$ cat config.mk
export PLATFORM = sky130hd
export DESIGN_NAME = cnv_ctl_top
export DESIGN_NICKNAME = d
export VERILOG_FILES = /design/src/rtl/cnv_ctl_pkg.sv /design/src/rtl/cnv_ctl_regs.sv /design/src/rtl/cnv_ctl_clkdiv.sv /design/src/rtl/cnv_ctl_seq.sv /design/src/rtl/cnv_ctl_top.sv
export SDC_FILE = /design/constraint.sdc
export NUM_CORES = 1
export LEC_CHECK = 0
export BUFFER_PORTS_ARGS = -buffer_cell sky130_fd_sc_hd__buf_2
export CAP_MARGIN = 20
export CORE_MARGIN = 2
export CORE_UTILIZATION = 45
export CTS_CLUSTER_DIAMETER = 200
export DETAILED_ROUTE_END_ITERATION = 7
export PLACE_DENSITY = 0.8
export SLEW_MARGIN = 20
export SYNTH_ARGS = -nofsm -noshare
export SYNTH_HDL_FRONTEND = slang
export SYNTH_HIERARCHICAL = 1
export SYNTH_SLANG_ARGS = --single-unit
$ cat constraint.sdc
create_clock -name clk -period 2.5 [get_ports clk]
set_input_delay 0.5 -clock clk [delete_from_list [all_inputs] [get_ports clk]]
set_output_delay 0.5 -clock clk [all_outputs]
set_load 0.05 [all_outputs]
$ cat src/rtl/cnv_ctl_pkg.sv
`timescale 1ns/1ps
package cnv_ctl_pkg;
   localparam int REG_W    = 16;
   localparam int BIT_SRST = 14;
   localparam int MODE_LSB = 12;
   localparam int ACQ_LSB  = 8;
   localparam int ACQ_W    = 4;
   localparam int BIT_PRE  = 7;
   localparam logic [REG_W-1:0] RW_MASK = 16'h3F80;

   typedef enum logic [1:0] {
      SUSP_OFF = 2'b00,
      SUSP_SEQ = 2'b01,
      SUSP_CNV = 2'b10,
      SUSP_NOW = 2'b11
   } susp_mode_e;

   typedef enum logic [1:0] {
      ST_IDLE,
      ST_SOC,
      ST_WAIT,
      ST_HALT
   } seq_st_e;

   typedef struct packed {
      susp_mode_e       mode;
      logic [ACQ_W-1:0] acq;
      logic             pre;
   } cfg_t;
endpackage

$ cat src/rtl/cnv_ctl_regs.sv
`timescale 1ns/1ps
module cnv_ctl_regs
   import cnv_ctl_pkg::*;
#(
   parameter int SRST_CYC = 2
) (
   input  logic             clk,
   input  logic             rst_n,
   input  logic             tick,
   input  logic             wr_en,
   input  logic [REG_W-1:0] wdata,
   output logic [REG_W-1:0] rdata,
   output cfg_t             cfg,
   output logic             srst_hold,
   output logic             seq_clr
);
   localparam int CW = $clog2(SRST_CYC + 1);

   if (SRST_CYC < 1) begin : g_bad_srst
      $error("SRST_CYC must be at least 1");
   end

   logic [CW-1:0] hold_cnt;
   logic          srst_hit;
   logic          unused_bits;

   assign srst_hit    = wr_en && (hold_cnt == '0) && wdata[BIT_SRST];
   assign srst_hold   = (hold_cnt != '0);
   assign seq_clr     = srst_hit || srst_hold;
   assign unused_bits = ^{wdata[REG_W-1], wdata[BIT_PRE-1:0]};

   always_ff @(posedge clk) begin
      if (!rst_n) begin
         hold_cnt <= '0;
         cfg      <= '0;
      end else if (srst_hit) begin
         hold_cnt <= CW'(SRST_CYC);
         cfg      <= '0;
      end else begin
         if (srst_hold && tick)
            hold_cnt <= hold_cnt - 1'b1;
         if (!srst_hold && wr_en) begin
            cfg.mode <= susp_mode_e'(wdata[MODE_LSB +: 2]);
            cfg.acq  <= wdata[ACQ_LSB +: ACQ_W];
            cfg.pre  <= wdata[BIT_PRE];
         end
      end
   end

   always_comb begin
      rdata                     = '0;
      rdata[MODE_LSB +: 2]      = cfg.mode;
      rdata[ACQ_LSB +: ACQ_W]   = cfg.acq;
      rdata[BIT_PRE]            = cfg.pre;
   end
endmodule

$ cat src/rtl/cnv_ctl_clkdiv.sv
`timescale 1ns/1ps
module cnv_ctl_clkdiv #(
   parameter int DIV_SLOW = 2
) (
   input  logic clk,
   input  logic rst_n,
   input  logic clr,
   input  logic pre,
   output logic tick
);
   if (DIV_SLOW < 2) begin : g_bad_div
      $error("DIV_SLOW must be at least 2");
   end

   if (DIV_SLOW == 2) begin : g_tog
      logic ph;
      always_ff @(posedge clk) begin
         if (!rst_n)
            ph <= 1'b0;
         else if (clr || !pre)
            ph <= 1'b0;
         else
            ph <= ~ph;
      end
      assign tick = !pre || ph;
   end else begin : g_cnt
      localparam int DW = $clog2(DIV_SLOW);
      localparam logic [DW-1:0] LAST = DW'(DIV_SLOW - 1);
      logic [DW-1:0] cnt;
      always_ff @(posedge clk) begin
         if (!rst_n)
            cnt <= '0;
         else if (clr || !pre || cnt == LAST)
            cnt <= '0;
         else
            cnt <= cnt + 1'b1;
      end
      assign tick = !pre || (cnt == LAST);
   end
endmodule

$ cat src/rtl/cnv_ctl_seq.sv
`timescale 1ns/1ps
module cnv_ctl_seq
   import cnv_ctl_pkg::*;
#(
   parameter int SEQ_W = 4
) (
   input  logic             clk,
   input  logic             rst_n,
   input  logic             clr,
   input  logic             tick,
   input  susp_mode_e       mode,
   input  logic [ACQ_W-1:0] acq,
   input  logic [SEQ_W-1:0] seq_len,
   input  logic             start,
   input  logic             conv_done,
   input  logic             susp,
   output logic             soc,
   output logic             busy,
   output logic             halted
);
   seq_st_e          st;
   seq_st_e          resume;
   logic [ACQ_W-1:0] win;
   logic [SEQ_W-1:0] left;
   logic             hold;
   logic             last;

   assign hold = susp && (mode != SUSP_OFF);
   assign last = (left == '0);

   always_ff @(posedge clk) begin
      if (!rst_n || clr) begin
         st     <= ST_IDLE;
         resume <= ST_IDLE;
         win    <= '0;
         left   <= '0;
      end else if (tick) begin
         unique case (st)
            ST_IDLE: begin
               if (hold) begin
                  st     <= ST_HALT;
                  resume <= ST_IDLE;
               end else if (start) begin
                  st   <= ST_SOC;
                  win  <= '0;
                  left <= seq_len;
               end
            end
            ST_SOC: begin
               if (hold && mode == SUSP_NOW) begin
                  st     <= ST_HALT;
                  resume <= ST_SOC;
               end else if (win == acq) begin
                  st <= ST_WAIT;
               end else begin
                  win <= win + 1'b1;
               end
            end
            ST_WAIT: begin
               if (hold && mode == SUSP_NOW) begin
                  st     <= ST_HALT;
                  resume <= ST_SOC;
               end else if (conv_done) begin
                  win <= '0;
                  if (last) begin
                     if (hold) begin
                        st     <= ST_HALT;
                        resume <= ST_IDLE;
                     end else begin
                        st <= ST_IDLE;
                     end
                  end else begin
                     left <= left - 1'b1;
                     if (hold && mode == SUSP_CNV) begin
                        st     <= ST_HALT;
                        resume <= ST_SOC;
                     end else begin
                        st <= ST_SOC;
                     end
                  end
               end
            end
            ST_HALT: begin
               if (!hold) begin
                  st  <= resume;
                  win <= '0;
               end
            end
            default: st <= ST_IDLE;
         endcase
      end
   end

   assign soc    = (st == ST_SOC);
   assign halted = (st == ST_HALT);
   assign busy   = (st == ST_SOC) || (st == ST_WAIT) ||
                   ((st == ST_HALT) && (resume != ST_IDLE));
endmodule

$ cat src/rtl/cnv_ctl_top.sv
`timescale 1ns/1ps
module cnv_ctl_top
   import cnv_ctl_pkg::*;
#(
   parameter int SEQ_W    = 4,
   parameter int SRST_CYC = 2,
   parameter int DIV_SLOW = 2
) (
   input  logic             clk,
   input  logic             rst_n,
   input  logic             reg_wr,
   input  logic [15:0]      reg_wdata,
   output logic [15:0]      reg_rdata,
   input  logic [SEQ_W-1:0] seq_len,
   input  logic             start,
   input  logic             conv_done,
   input  logic             susp,
   output logic             adc_tick,
   output logic             soc,
   output logic             busy,
   output logic             halted
);
   if (SEQ_W < 1 || SEQ_W > 8) begin : g_bad_seqw
      $error("SEQ_W must lie in 1..8");
   end

   cfg_t cfg;
   logic srst_hold;
   logic seq_clr;

   cnv_ctl_regs #(.SRST_CYC(SRST_CYC)) u_regs (
      .clk       (clk),
      .rst_n     (rst_n),
      .tick      (adc_tick),
      .wr_en     (reg_wr),
      .wdata     (reg_wdata),
      .rdata     (reg_rdata),
      .cfg       (cfg),
      .srst_hold (srst_hold),
      .seq_clr   (seq_clr)
   );

   cnv_ctl_clkdiv #(.DIV_SLOW(DIV_SLOW)) u_div (
      .clk   (clk),
      .rst_n (rst_n),
      .clr   (seq_clr),
      .pre   (cfg.pre),
      .tick  (adc_tick)
   );

   cnv_ctl_seq #(.SEQ_W(SEQ_W)) u_seq (
      .clk       (clk),
      .rst_n     (rst_n),
      .clr       (seq_clr),
      .tick      (adc_tick),
      .mode      (cfg.mode),
      .acq       (cfg.acq),
      .seq_len   (seq_len),
      .start     (start),
      .conv_done (conv_done),
      .susp      (susp),
      .soc       (soc),
      .busy      (busy),
      .halted    (halted)
   );
endmodule

After elaboration in Yosys (flattened, before gate mapping)
Cells that the tools add are included.

Add/subtract/negate cells: 3. Equal/unequal tests: 19. Multiplexer cells: 34. Bitwise gates (word level): 2. Reductions and logical operators: 32.

Operators with widths (count): two-way mux 4 bit (12); two-way mux 2 bit (18); inequality test 2 bit, second input constant (8); one-hot mux 4 bit (4 select lines) (1); AND reduction 5 bit (2); nonzero test 2 bit (5); == test 2 bit, second input constant (4); logical AND 1 bit (8); one-hot mux 2 bit (4 select lines) (1); one-hot mux 4 bit (2 select lines) (1); AND reduction 8 bit (1); AND reduction 7 bit (1); logical OR 1 bit (6); inequality test 3 x 2 -> 1 bit, second input constant (2); one-hot mux 2 bit (3 select lines) (1); adder 4 x 1 -> 4 bit, second input constant (1); == test 4 bit (1); zero test 2 bit (2); zero test 4 bit (1); inequality test 4 x 1 -> 1 bit, second input constant (1); OR reduction 2 bit (2); subtractor 4 x 1 -> 4 bit, second input constant (1); zero test 1 bit (3); inequality test 3 x 1 -> 1 bit, second input constant (1); other kinds (5) (6).

Register bits: 22. Bits of input ports: 26. Output and inout bits: 20. Logic and storage cells: 100.

Longest topological paths before layout
Word-level depth: 8. Depth in mapped cells: 9. Mapped depth without buffers: 8.

By module
Netlist, hierarchy kept.

By module, submodules not included: cnv_ctl_seq (instances 1, cells each 125, area an instance 938.4 um^2, sequential area each 240.2 um^2); cnv_ctl_regs (instances 1, cells each 63, area an instance 591.8 um^2, sequential area each 180.2 um^2); cnv_ctl_clkdiv (instances 1, cells each 3, area an instance 38.8 um^2, sequential area each 20.0 um^2).

Worst setup path after synthesis
No wires, ideal clock.

Kind: flip-flop to flip-flop. From: reg u_seq.st[1]. To: reg u_seq.win[3]. Library setup time: 70 ps. Data arrival time: 2187 ps. Data required time: 2430 ps. Setup slack: 242 ps. Stages on the path, launching flop included: 9. Path buffers: 1. Clock period less this slack: 2258 ps. Cell sequence: dfxtp_1 -> inv_1 -> ha_1 -> buf_2 -> nor2_1 -> o22ai_1 -> or3_4 -> or4_1 -> a21oi_1.

Longest elaborated chain between the ends: 3. Elaborated cells on any way between the ends: 13. Those cells by class: eq/ne (10); mux (1); reduce/logical (2).

Ends and longest elaborated chain: start, declared (line cnv_ctl_seq.sv:21) `seq_st_e st;`; start signal, assigned (line cnv_ctl_seq.sv:85) `st <= resume;`; == test 2 x 1 -> 1 bit (*); net soc (line cnv_ctl_top.sv:19) `output logic soc,`; inequality test 2 bit (no source line); AND reduction 8 bit (no source line); end signal, assigned (line cnv_ctl_seq.sv:56) `win <= win + 1'b1;`; end, declared (line cnv_ctl_seq.sv:23) `logic [ACQ_W-1:0] win;`.

The timed path passes the listed nets; every way through them passes the cells marked *. A chain may end at the register's enable or synchronous reset.

Worst setup path in the final report
From: reg u_seq.st[0]. To: reg u_seq.win[3].

Longest elaborated chain between the ends: 3. Elaborated cells on any way between the ends: 13. Those cells by class: eq/ne (10); mux (1); reduce/logical (2).

Ends and longest elaborated chain: == test 2 bit, or another cell as far along (line cnv_ctl_seq.sv:38) `unique case (st)`; inequality test 2 bit (no source line); AND reduction 8 bit (no source line).

Several ways; a longest one is shown, not always the timed one.

==> out/metrics.yaml <==
drive_above_1_share_pct: 19.3
grt_pass1_vias: 1240
power_density_nw_per_um2: 762
dpl.cell_count: 254
min_path_type: "flop to flop"
worst_path_largest_cell_delay_ns: 0.48
cts_resized: 0
placed_area_sq_um: 1670
ir_drop_uv: 496
vias_per_cell: 5.38
cts_sinks: 22
clk_latency_ns: 0.31
power_switching_mw: 0.570
cts_tree: "built"
postCtsSetupRepairBufs: 0
dr.pass1.iters: 4
crit_start: "u_seq/st[0]"
hold_viol_final: 0
numCtsBuffers: 3
final_util_pct: 51.1
path_clk_slew_ns: 0.12
critPathKind: "flop to flop"
r2r-start: "u_seq/st[0]"
cp_max_fo: 8
clk_path_buf_depth: 2
antenna_found_initial: 0
path_cells: "inv_1 > ha_1 > nor2_1 > o22ai_1 > or3_4 > or4_1 > a21oi_1"
rrSetupSlack_ns: 0.41
fmax_ghz: 0.479
drt_wl_total_mm: 3.18
ctsHtreeMaxLevel: 1
drt_iter0_markers: 45
fin_skew_ns: 0.00548
p_int_mw: 0.729
vias: 1388
cap_viol_max_count: 0
final-setup-viol-count: 0
grt_max_degree: 19
drc_errors: 0
chipHeight_microns: 63.0
rr_endpoint: "u_seq/win[3]"
timing.critical_path.to_type: "flop"
grt_setup_unrepaired: "false"
final_area_sq_um: 1710
grt_overflow: 0
dp_hpwl_mm: 2.39
hold_buffers: 0
crit_path_end: "u_seq/win[3]"
finalSetupTns_ns: 0
power_frac_seq_pct: 33.3
die_area_sq_um: 3970
synth_cells: 190
n_antenna_cell: 0
wl_per_cell_microns: 12.3
status: "complete, no violations"
ys.warnings.count: 6
num_rows: 21
reg2reg_depth: 7
worst_hold_slack_ns: 0.470
comb_power_share_pct: 51.3
initial_core_util_pct: 46.9
clkPwrFrac_pct: 15.4
layoutNonFillerInstCount: 258
crit_required_ns: 2.76
design.core.area_sq_um: 3340
clockRootBuffer: "clkbuf_4"
crit_slowest_cell: "or4_1"
io_buffer_count: 28
arrival_ns: 2.34
final_antenna_net_count: 0
post-route-period-util_pct: 83.5
syn_to_final_growth_pct: 8.95
period_minus_slack_ns: 2.09
worst_setup_path_start_kind: "flop"
nFillCells: 333
final_net_count: 247
ios: 46
gp_congestion: 0.899
syn_area_sq_um: 1570
grt_pass1_wl_mm: 5.43
p_leak_nw: 0.770
die_w_microns: 63.0
grt_usage_pct: 16.8
drv_slew: 0
netSwitchingFraction_pct: 43.9
min_from: "u_seq/resume[1]"
avgSynthCellArea_sq_um: 8.24
placed cells by master, fill, tap and decap left out, types with 3 or more instances in the layout:
cell type   n
and4b_1     7
o21ai_0     8
nand2_1    17
inv_1      10
buf_4       6
xor2_1      4
conb_1      9
a21boi_1    8
ha_1        8
nor2_1      8
a21oi_1    10
buf_2      28
nand3_1     4
dfxtp_1    22
nand2b_1    4
nor2b_1     3
or3_1       5
nor3_1      3
o21a_1      7
o22ai_1     5
clkbuf_4    3
per-layer routing:
metal  GRT usage [%]  vias up  part of all wire (%)  wire length (microns)
li1                -      713                     -                      -
met1            20.9      630                    47                   1510
met2            28.5       41                    46                   1460
met3            4.68        4                   5.6                    178
met4            4.17        0                   1.0                     32
met5               0        -                     0                      0
cell type report:
class / count / area, sq um / share of cell area [%]
clock buffers: 4 / 36.3 / 2.13
multi-input cells: 142 / 948 / 55.6
well taps: 46 / 57.6 / 3.37
repair buffers: 34 / 185 / 10.9
inverters: 10 / 37.5 / 2.20
flip-flops and latches: 22 / 440 / 25.8
worst min path at each step:
stage,depth (start not counted),slack (ns),to
floorplan,2,0.42,u_seq/resume[1]
global placement,2,0.44,u_seq/resume[1]
detailed placement,2,0.44,u_seq/resume[1]
CTS,2,0.46,u_seq/resume[1]
global route,2,0.49,u_seq/resume[1]
finish,2,0.47,u_seq/resume[1]
sequential cells by signal, indices dropped and copies added (netlist names):
| register | count |
|---|---|
| u_seq/resume | 2 |
| u_div/g_tog.ph | 1 |
| u_regs/cfg | 7 |
| u_seq/win | 4 |
| u_seq/st | 2 |
| u_regs/hold_cnt | 2 |
| u_seq/left | 4 |
power by group through the flow:
stage / logic, mW / registers, mW / clock network [mW]
2_1_floorplan: 0.551 / 0.431 / 0
3_3_place_gp: 0.649 / 0.438 / 0
3_5_place_dp: 0.660 / 0.441 / 0
4_1_cts: 0.664 / 0.433 / 0.208
5_1_grt: 0.741 / 0.441 / 0.222
6_report: 0.666 / 0.433 / 0.200
critical path, delay by kind of cell (launching register included):
kind                     cells  cell delay (ns)
AO/OA/AOI/OAI                2             0.23
adder cells (fa/ha/maj)      1             0.31
buffers and inverters        1             0.10
flip-flops                   1             0.38
AND/OR/NAND/NOR              3             1.02
through the flow:
| stage | setup WS (ns) | power, mW |
|---|---|---|
| finish | 0.411 | 1.30 |
| global route | 0.240 | 1.40 |
| CTS | 0.419 | 1.30 |
| detailed placement | 0.463 | 1.10 |
| global placement | 0.483 | 1.09 |
| floorplan | 0.242 | 0.982 |
Note: power is estimated with default switching activity, not from simulation.
